## src/rtl/pwm_bank_pkg.sv

```systemverilog
package pwm_bank_pkg;

    localparam int REG_W        = 32;
    localparam int WIN_BITS     = 5;   // 0x20-byte window per channel
    localparam int CTRL_RUN     = 0;
    localparam int CTRL_INVERT  = 1;
    localparam int CTRL_REPEAT  = 2;

    typedef enum logic [1:0] {
        SEL_PERIOD = 2'd0,
        SEL_HIGH   = 2'd1,
        SEL_SPARE  = 2'd2,
        SEL_CTRL   = 2'd3
    } reg_sel_e;

    typedef struct packed {
        logic [REG_W-1:0] period_sh;
        logic [REG_W-1:0] high_sh;
        logic [REG_W-1:0] spare;
        logic [REG_W-1:0] period_act;
        logic [REG_W-1:0] high_act;
        logic [REG_W-1:0] cnt;
        logic             run;
        logic             invert;
        logic             repeat_en;
    } chan_state_t;

endpackage

```

## src/rtl/pwm_addr_decode.sv

```systemverilog
module pwm_addr_decode
    import pwm_bank_pkg::*;
#(
    parameter int NUM_CH = 4,
    parameter int ADDR_W = 8
) (
    input  logic [ADDR_W-1:0] addr,
    input  logic              wr_en,
    output logic              hit,
    output logic [((NUM_CH > 1) ? $clog2(NUM_CH) : 1)-1:0] ch_idx,
    output reg_sel_e          sel,
    output logic [NUM_CH-1:0] wr_stb
);

    localparam int CH_W = (NUM_CH > 1) ? $clog2(NUM_CH) : 1;

    logic [31:0] addr_ext;
    logic        inner_ok;
    logic        range_ok;

    assign addr_ext = 32'(addr);
    assign inner_ok = (addr[1:0] == 2'b00) && (addr[4] == 1'b0);
    assign range_ok = (addr_ext >> WIN_BITS) < 32'(NUM_CH);
    assign hit      = inner_ok && range_ok;
    assign ch_idx   = addr[WIN_BITS +: CH_W];
    assign sel      = reg_sel_e'(addr[3:2]);

    always_comb begin
        for (int i = 0; i < NUM_CH; i++) begin
            wr_stb[i] = wr_en && hit && (ch_idx == CH_W'(i));
        end
    end

endmodule

```

## src/rtl/pwm_channel.sv

```systemverilog
module pwm_channel
    import pwm_bank_pkg::*;
(
    input  logic             clk,
    input  logic             rst_n,
    input  logic             wr_stb,
    input  reg_sel_e         sel,
    input  logic [REG_W-1:0] wdata,
    output logic [REG_W-1:0] rd_word,
    output logic             pin
);

    chan_state_t s_d, s_q;
    logic        wrap;
    logic        active;

    always_comb begin
        s_d  = s_q;
        wrap = (s_q.period_act == '0) || (s_q.cnt == s_q.period_act - 32'd1);

        if (s_q.run) begin
            if (wrap) begin
                s_d.cnt = '0;
                if (!s_q.repeat_en) begin
                    s_d.run = 1'b0;
                end
            end else begin
                s_d.cnt = s_q.cnt + 32'd1;
            end
        end

        if (wr_stb) begin
            unique case (sel)
                SEL_PERIOD: s_d.period_sh = wdata;
                SEL_HIGH:   s_d.high_sh   = wdata;
                SEL_SPARE:  s_d.spare     = wdata;
                SEL_CTRL: begin
                    s_d.run       = wdata[CTRL_RUN];
                    s_d.invert    = wdata[CTRL_INVERT];
                    s_d.repeat_en = wdata[CTRL_REPEAT];
                    s_d.cnt       = '0;
                    if (wdata[CTRL_RUN]) begin
                        s_d.period_act = s_q.period_sh;
                        s_d.high_act   = s_q.high_sh;
                    end
                end
                default: ;
            endcase
        end
    end

    always_ff @(posedge clk or negedge rst_n) begin
        if (!rst_n) begin
            s_q <= '0;
        end else begin
            s_q <= s_d;
        end
    end

    assign active = s_q.run && (s_q.period_act != '0) && (s_q.cnt < s_q.high_act);
    assign pin    = active ^ s_q.invert;

    always_comb begin
        unique case (sel)
            SEL_PERIOD: rd_word = s_q.period_sh;
            SEL_HIGH:   rd_word = s_q.high_sh;
            SEL_SPARE:  rd_word = s_q.spare;
            SEL_CTRL:   rd_word = {29'd0, s_q.repeat_en, s_q.invert, s_q.run};
            default:    rd_word = '0;
        endcase
    end

    // counter never leaves the active period
    a_r3_cnt_in_range: assert property (@(posedge clk) disable iff (!rst_n)
        (s_q.run && s_q.period_act != '0) |-> (s_q.cnt < s_q.period_act));

    // idle channel holds count zero and the inactive level
    a_r8_idle_inactive: assert property (@(posedge clk) disable iff (!rst_n)
        !s_q.run |-> (s_q.cnt == '0 && pin == s_q.invert));

    // single-shot channel stops after its last count
    a_r7_oneshot_stops: assert property (@(posedge clk) disable iff (!rst_n)
        (s_q.run && !s_q.repeat_en && wrap && !wr_stb) |=> !s_q.run);

    // a run write loads the shadow values
    a_r5_reload_from_shadow: assert property (@(posedge clk) disable iff (!rst_n)
        (wr_stb && sel == SEL_CTRL && wdata[CTRL_RUN]) |=>
        (s_q.period_act == $past(s_q.period_sh) && s_q.high_act == $past(s_q.high_sh)));

    // without a control write the live values stay put
    a_r5_active_stable: assert property (@(posedge clk) disable iff (!rst_n)
        !(wr_stb && sel == SEL_CTRL) |=> ($stable(s_q.period_act) && $stable(s_q.high_act)));

    // high-time at or above the period keeps the pin active
    a_r6_full_high: assert property (@(posedge clk) disable iff (!rst_n)
        (s_q.run && s_q.period_act != '0 && s_q.high_act >= s_q.period_act) |-> (pin != s_q.invert));

endmodule

```

## src/rtl/pwm_bank.sv

```systemverilog
module pwm_bank
    import pwm_bank_pkg::*;
#(
    parameter int NUM_CH = 4,
    parameter int ADDR_W = 8
) (
    input  logic              clk,
    input  logic              rst_n,
    input  logic [ADDR_W-1:0] addr,
    input  logic              wr_en,
    input  logic [31:0]       wr_data,
    output logic [31:0]       rd_data,
    output logic [NUM_CH-1:0] pwm_out
);

    localparam int CH_W = (NUM_CH > 1) ? $clog2(NUM_CH) : 1;

    logic              hit;
    logic [CH_W-1:0]   ch_idx;
    reg_sel_e          sel;
    logic [NUM_CH-1:0] wr_stb;
    logic [REG_W-1:0]  ch_rd [NUM_CH];

    pwm_addr_decode #(
        .NUM_CH (NUM_CH),
        .ADDR_W (ADDR_W)
    ) u_decode (
        .addr   (addr),
        .wr_en  (wr_en),
        .hit    (hit),
        .ch_idx (ch_idx),
        .sel    (sel),
        .wr_stb (wr_stb)
    );

    for (genvar g = 0; g < NUM_CH; g++) begin : g_ch
        pwm_channel u_ch (
            .clk     (clk),
            .rst_n   (rst_n),
            .wr_stb  (wr_stb[g]),
            .sel     (sel),
            .wdata   (wr_data),
            .rd_word (ch_rd[g]),
            .pin     (pwm_out[g])
        );
    end

    assign rd_data = hit ? ch_rd[ch_idx] : '0;

    // a write reaches at most one channel
    a_r9_single_target: assert property (@(posedge clk) disable iff (!rst_n)
        $onehot0(wr_stb));

    // an unmapped address produces no write strobe
    a_r10_no_stray_write: assert property (@(posedge clk) disable iff (!rst_n)
        !hit |-> (wr_stb == '0));

endmodule

```

## config.mk

```make
export PLATFORM = sky130hd
export DESIGN_NAME = pwm_bank
export DESIGN_NICKNAME = d
export VERILOG_FILES = /design/src/rtl/pwm_bank_pkg.sv /design/src/rtl/pwm_addr_decode.sv /design/src/rtl/pwm_channel.sv /design/src/rtl/pwm_bank.sv
export SDC_FILE = /design/constraint.sdc
export NUM_CORES = 2
export LEC_CHECK = 0
export BUFFER_PORTS_ARGS = -buffer_cell sky130_fd_sc_hd__clkbuf_2
export CAP_MARGIN = 20
export CORE_MARGIN = 3
export CORE_UTILIZATION = 45
export CTS_BUF_LIST = sky130_fd_sc_hd__clkbuf_4 sky130_fd_sc_hd__clkbuf_8
export DETAILED_ROUTE_END_ITERATION = 8
export GPL_TIMING_DRIVEN = 1
export HOLD_SLACK_MARGIN = 0.08
export PLACE_DENSITY = 0.66
export SETUP_SLACK_MARGIN = 0.05
export SLEW_MARGIN = 20
export SYNTH_ARGS = -nofsm -noshare
export SYNTH_HDL_FRONTEND = slang
export SYNTH_SLANG_ARGS = --single-unit
```

## constraint.sdc

```tcl
create_clock -name clk -period 5.3 [get_ports clk]
set_input_delay 1.06 -clock clk [delete_from_list [all_inputs] [get_ports clk]]
set_output_delay 1.06 -clock clk [all_outputs]
set_load 0.03 [all_outputs]
```

==> impl_metrics.py <==
metrics = {
    "timing": {
        "fmax_ghz": 0.198,
        "fin_tns_setup_ps": 0,
        "max_slew_margin": 0.245,
        "tightest_slew_ps": 1120,
        "finClkSkew_ps": 37.9,
        "grt_setup_unrepaired": "no",
        "fin_crit_ps": 5060,
        "layout_setup_ws_ps": 241,
        "final_hold_viol_count": 0,
        "finalSetupViolCount": 0,
        "finalCritPeriodShare": 0.955,
        "final_max_slew_viol_count": 0,
    },
    "cells_and_area": {
        "syn_to_final_growth_pct": 11.0,
        "drive_gt1_frac": 0.277,
        "reg.largest.list": "g_ch.u_ch.s_q: 780 flops",
        "layout.nets": 4046,
        "fillers": 8311,
        "stdcell_count": 5224,
        "regMostFlops": "g_ch.u_ch.s_q",
        "multi_input_area_um2": 21400,
        "largest_reg_flops": 780,
        "final-seq-area_um2": 19500,
    },
    "clocking": {
        "path_clk_slew_ps": 70,
        "root_buffer": "clkbuf_8",
        "clock_tree.buffer_depth": 3,
        "htree_levels": 4,
        "ctsResizeCount": 0,
        "cts_hold_buffers": 0,
        "clkLatencyLatePin_ps": 810,
        "tritoncts": "done",
        "postCtsSetupBuffers": 0,
        "cts.sinks": 780,
        "numCtsBuffers": 136,
    },
    "route": {
        "drt-pass1-iter-count": 6,
        "wl_um": 126000,
        "wl_per_cell_um": 24.1,
        "drtAntennaViolNets": 0,
        "drc": 0,
        "avgViaCountPerCell": 5.95,
        "drtIter0Drc": 2849,
        "routed-via-count": 31100,
    },
    "pwr": {
        "p_leak_nw": 22.1,
        "p_per_area_nw_per_um2": 299,
        "p_int_w": 0.0102,
        "switchingPower_w": 0.00381,
        "sequentialPowerShare": 0.467,
        "ir_drop_mv": 0.238,
        "switching_share": 0.271,
        "p_clk_frac": 0.429,
        "pwr-share-comb": 0.104,
    },
    "grt": {
        "grt_use_met2": 0.374,
        "grt_antenna_before_repair": 2,
        "busiest_layer": "met2",
        "grt-ovfl-total": 0,
        "gr-usage-met3": 0.0495,
        "grt_max_degree": 134,
        "grt_pass1_vias": 30000,
        "grt_usage": 0.256,
        "grt_first_pass_wirelength_um": 191000,
        "met1_usage": 0.373,
    },
    "floorplanning": {
        "fp.coreArea_um2": 93500,
        "initial_core_util": 0.454,
        "die-area_um2": 98000,
        "die_y_um": 313,
        "die_w_um": 313,
        "io_pins": 79,
        "core.rowCount": 112,
    },
    "setup_path": {
        "ff2ff_path_depth": 11,
        "worstPathRequired_ps": 4240,
        "cp_max_fo": 5,
        "end_kind": "output pin",
        "startpoint_type": "flip-flop",
        "path_class": "reg -> out",
        "cp.arrival_ps": 4000,
    },
    "synthesis": {
        "synth_cell_types": 78,
        "syn-cell-area_um2": 42400,
        "synthFlopType": "dfrtp_1",
        "avgSynthCellArea_um2": 11.1,
        "synth-seq-area-share": 0.460,
        "yosys_warnings": 0,
        "synth_nets": 4014,
        "synth_edf_count": 0,
        "syn_inst": 3835,
        "ys_seq_elements": 780,
        "ys_async_sr_fraction": 1.00,
    },
    "place": {
        "pre_cts_ws_ps": 845,
        "dp_cells": 4983,
        "place_congestion": 0.939,
        "io_buffers": 78,
        "post-dp-hpwl_um": 92100,
    },
    "flow_run": {
        "maxCapViolCount": 0,
    },
    "outcome": {
        "status": "finished clean",
    },
    "min_path": {
        "min_path_type": "in -> async",
    },
}
-- path summary, 6_finish.rpt --
kind | slack [ps] | start | to
setup / recovery | 240 | g_ch[3].u_ch.s_q[12]$_DFF_PN0_ | pwm_out[3]
hold reg to reg | 490 | g_ch[0].u_ch.s_q[43]$_DFFE_PN0P_ | g_ch[0].u_ch.s_q[43]$_DFFE_PN0P_
max in group asynchronous | 3880 | rst_n | g_ch[0].u_ch.s_q[193]$_DFFE_PN0P_
setup reg to reg | 910 | g_ch[0].u_ch.s_q[67]$_DFFE_PN0P_ | g_ch[0].u_ch.s_q[13]$_DFF_PN0_
hold / removal | 210 | rst_n | g_ch[3].u_ch.s_q[7]$_DFF_PN0_
min in group clk | 490 | g_ch[0].u_ch.s_q[43]$_DFFE_PN0P_ | g_ch[0].u_ch.s_q[43]$_DFFE_PN0P_
-- power by group through the flow --
| stage | Sequential [W] | Combinational, W | Clock, W |
|---|---|---|---|
| 5_1_grt | 0.00659 | 0.00162 | 0.00642 |
| 3_5_place_dp | 0.00666 | 0.00145 | 0 |
| 3_3_place_gp | 0.00666 | 0.00142 | 0 |
| 2_1_floorplan | 0.00647 | 0.00102 | 0 |
| 4_1_cts | 0.00655 | 0.00146 | 0.00615 |
| 6_report | 0.00656 | 0.00146 | 0.00604 |
-- cell usage in the layout (no fill, tap or decap), types with 78 or more instances in the layout --
cell      instances
nor2_1          258
clkbuf_8        164
nand2_1         135
xnor2_1         144
xor2_1          131
a21oi_1         139
o21ai_0          80
dfrtp_1         780
mux2i_1          78
mux2_2          638
nor3_1          113
ha_1            136
inv_1           167
-- layout make-up --
class / instances / area share
multi-input cells: 2639 / 0.454
flip-flops and latches: 780 / 0.414
clock buffers: 202 / 0.0540
well taps: 1254 / 0.0333
repair buffers: 141 / 0.0218
inverters: 169 / 0.0135
clock inverters: 35 / 0.00877
diodes: 4 / 0.000213
-- through the flow --
stage | util | cell area [µm²] | power (W) | hold slack (ps)
3_5_place_dp | 0.472 | 44100 | 0.00811 | 476
3_3_place_gp | 0.472 | 44100 | 0.00807 | 466
5_1_grt | 0.504 | 47100 | 0.0146 | 216
4_1_cts | 0.504 | 47100 | 0.0142 | 180
6_report | 0.504 | 47100 | 0.0141 | 209
2_1_floorplan | - | 42400 | 0.00750 | 450
-- logic make-up after synthesis --
family                     after synthesis  share of synthesized area
AOI/OAI and AO/OA                      482                     0.0758
xor gates and xnor gates               276                     0.0573
adders and majority gates              136                     0.0401
buffers and inverters                  416                     0.0377
DFF                                    780                      0.460
muxes                                  752                      0.207
and+or+nand+nor                        993                      0.122
-- metal layers --
| metal | part of all wire | up-vias |
|---|---|---|
| li1 | - | 13900 |
| met1 | 0.46 | 15900 |
| met2 | 0.43 | 1054 |
| met3 | 0.065 | 229 |
| met4 | 0.041 | 0 |
| met5 | 0 | - |
-- synthesized netlist by cell type, drive strengths merged (26+ instances only) --
library cell	count	area (µm²)
dfrtp	780	19500
mux2	638	7180
nor2	261	980
clkbuf	190	713
inv	168	631
xnor2	144	1260
a21oi	139	696
nand2	139	522
ha	136	1700
xor2	131	1150
nor3	113	566
o21ai	81	405
nor4	79	500
mux2i	78	781
nand3	78	390
nand4	69	432
buf	57	254
a211oi	42	315
a21o	41	308
mux4	36	811
and3	35	219
or4	33	248
or3	31	194
a221oi	28	245
nor2b	26	163
-- worst max-delay path: stages (launching register included) --
cell      delay (ps)
dfrtp_1          480
ha_1             350
a21o_1           170
a21oi_1          140
nor2b_1           60
o211ai_1         160
a31oi_1          120
o41ai_1          990
nand3_1          240
xnor2_1          250
clkbuf_2         240
(Power assumes the default switching activity.)
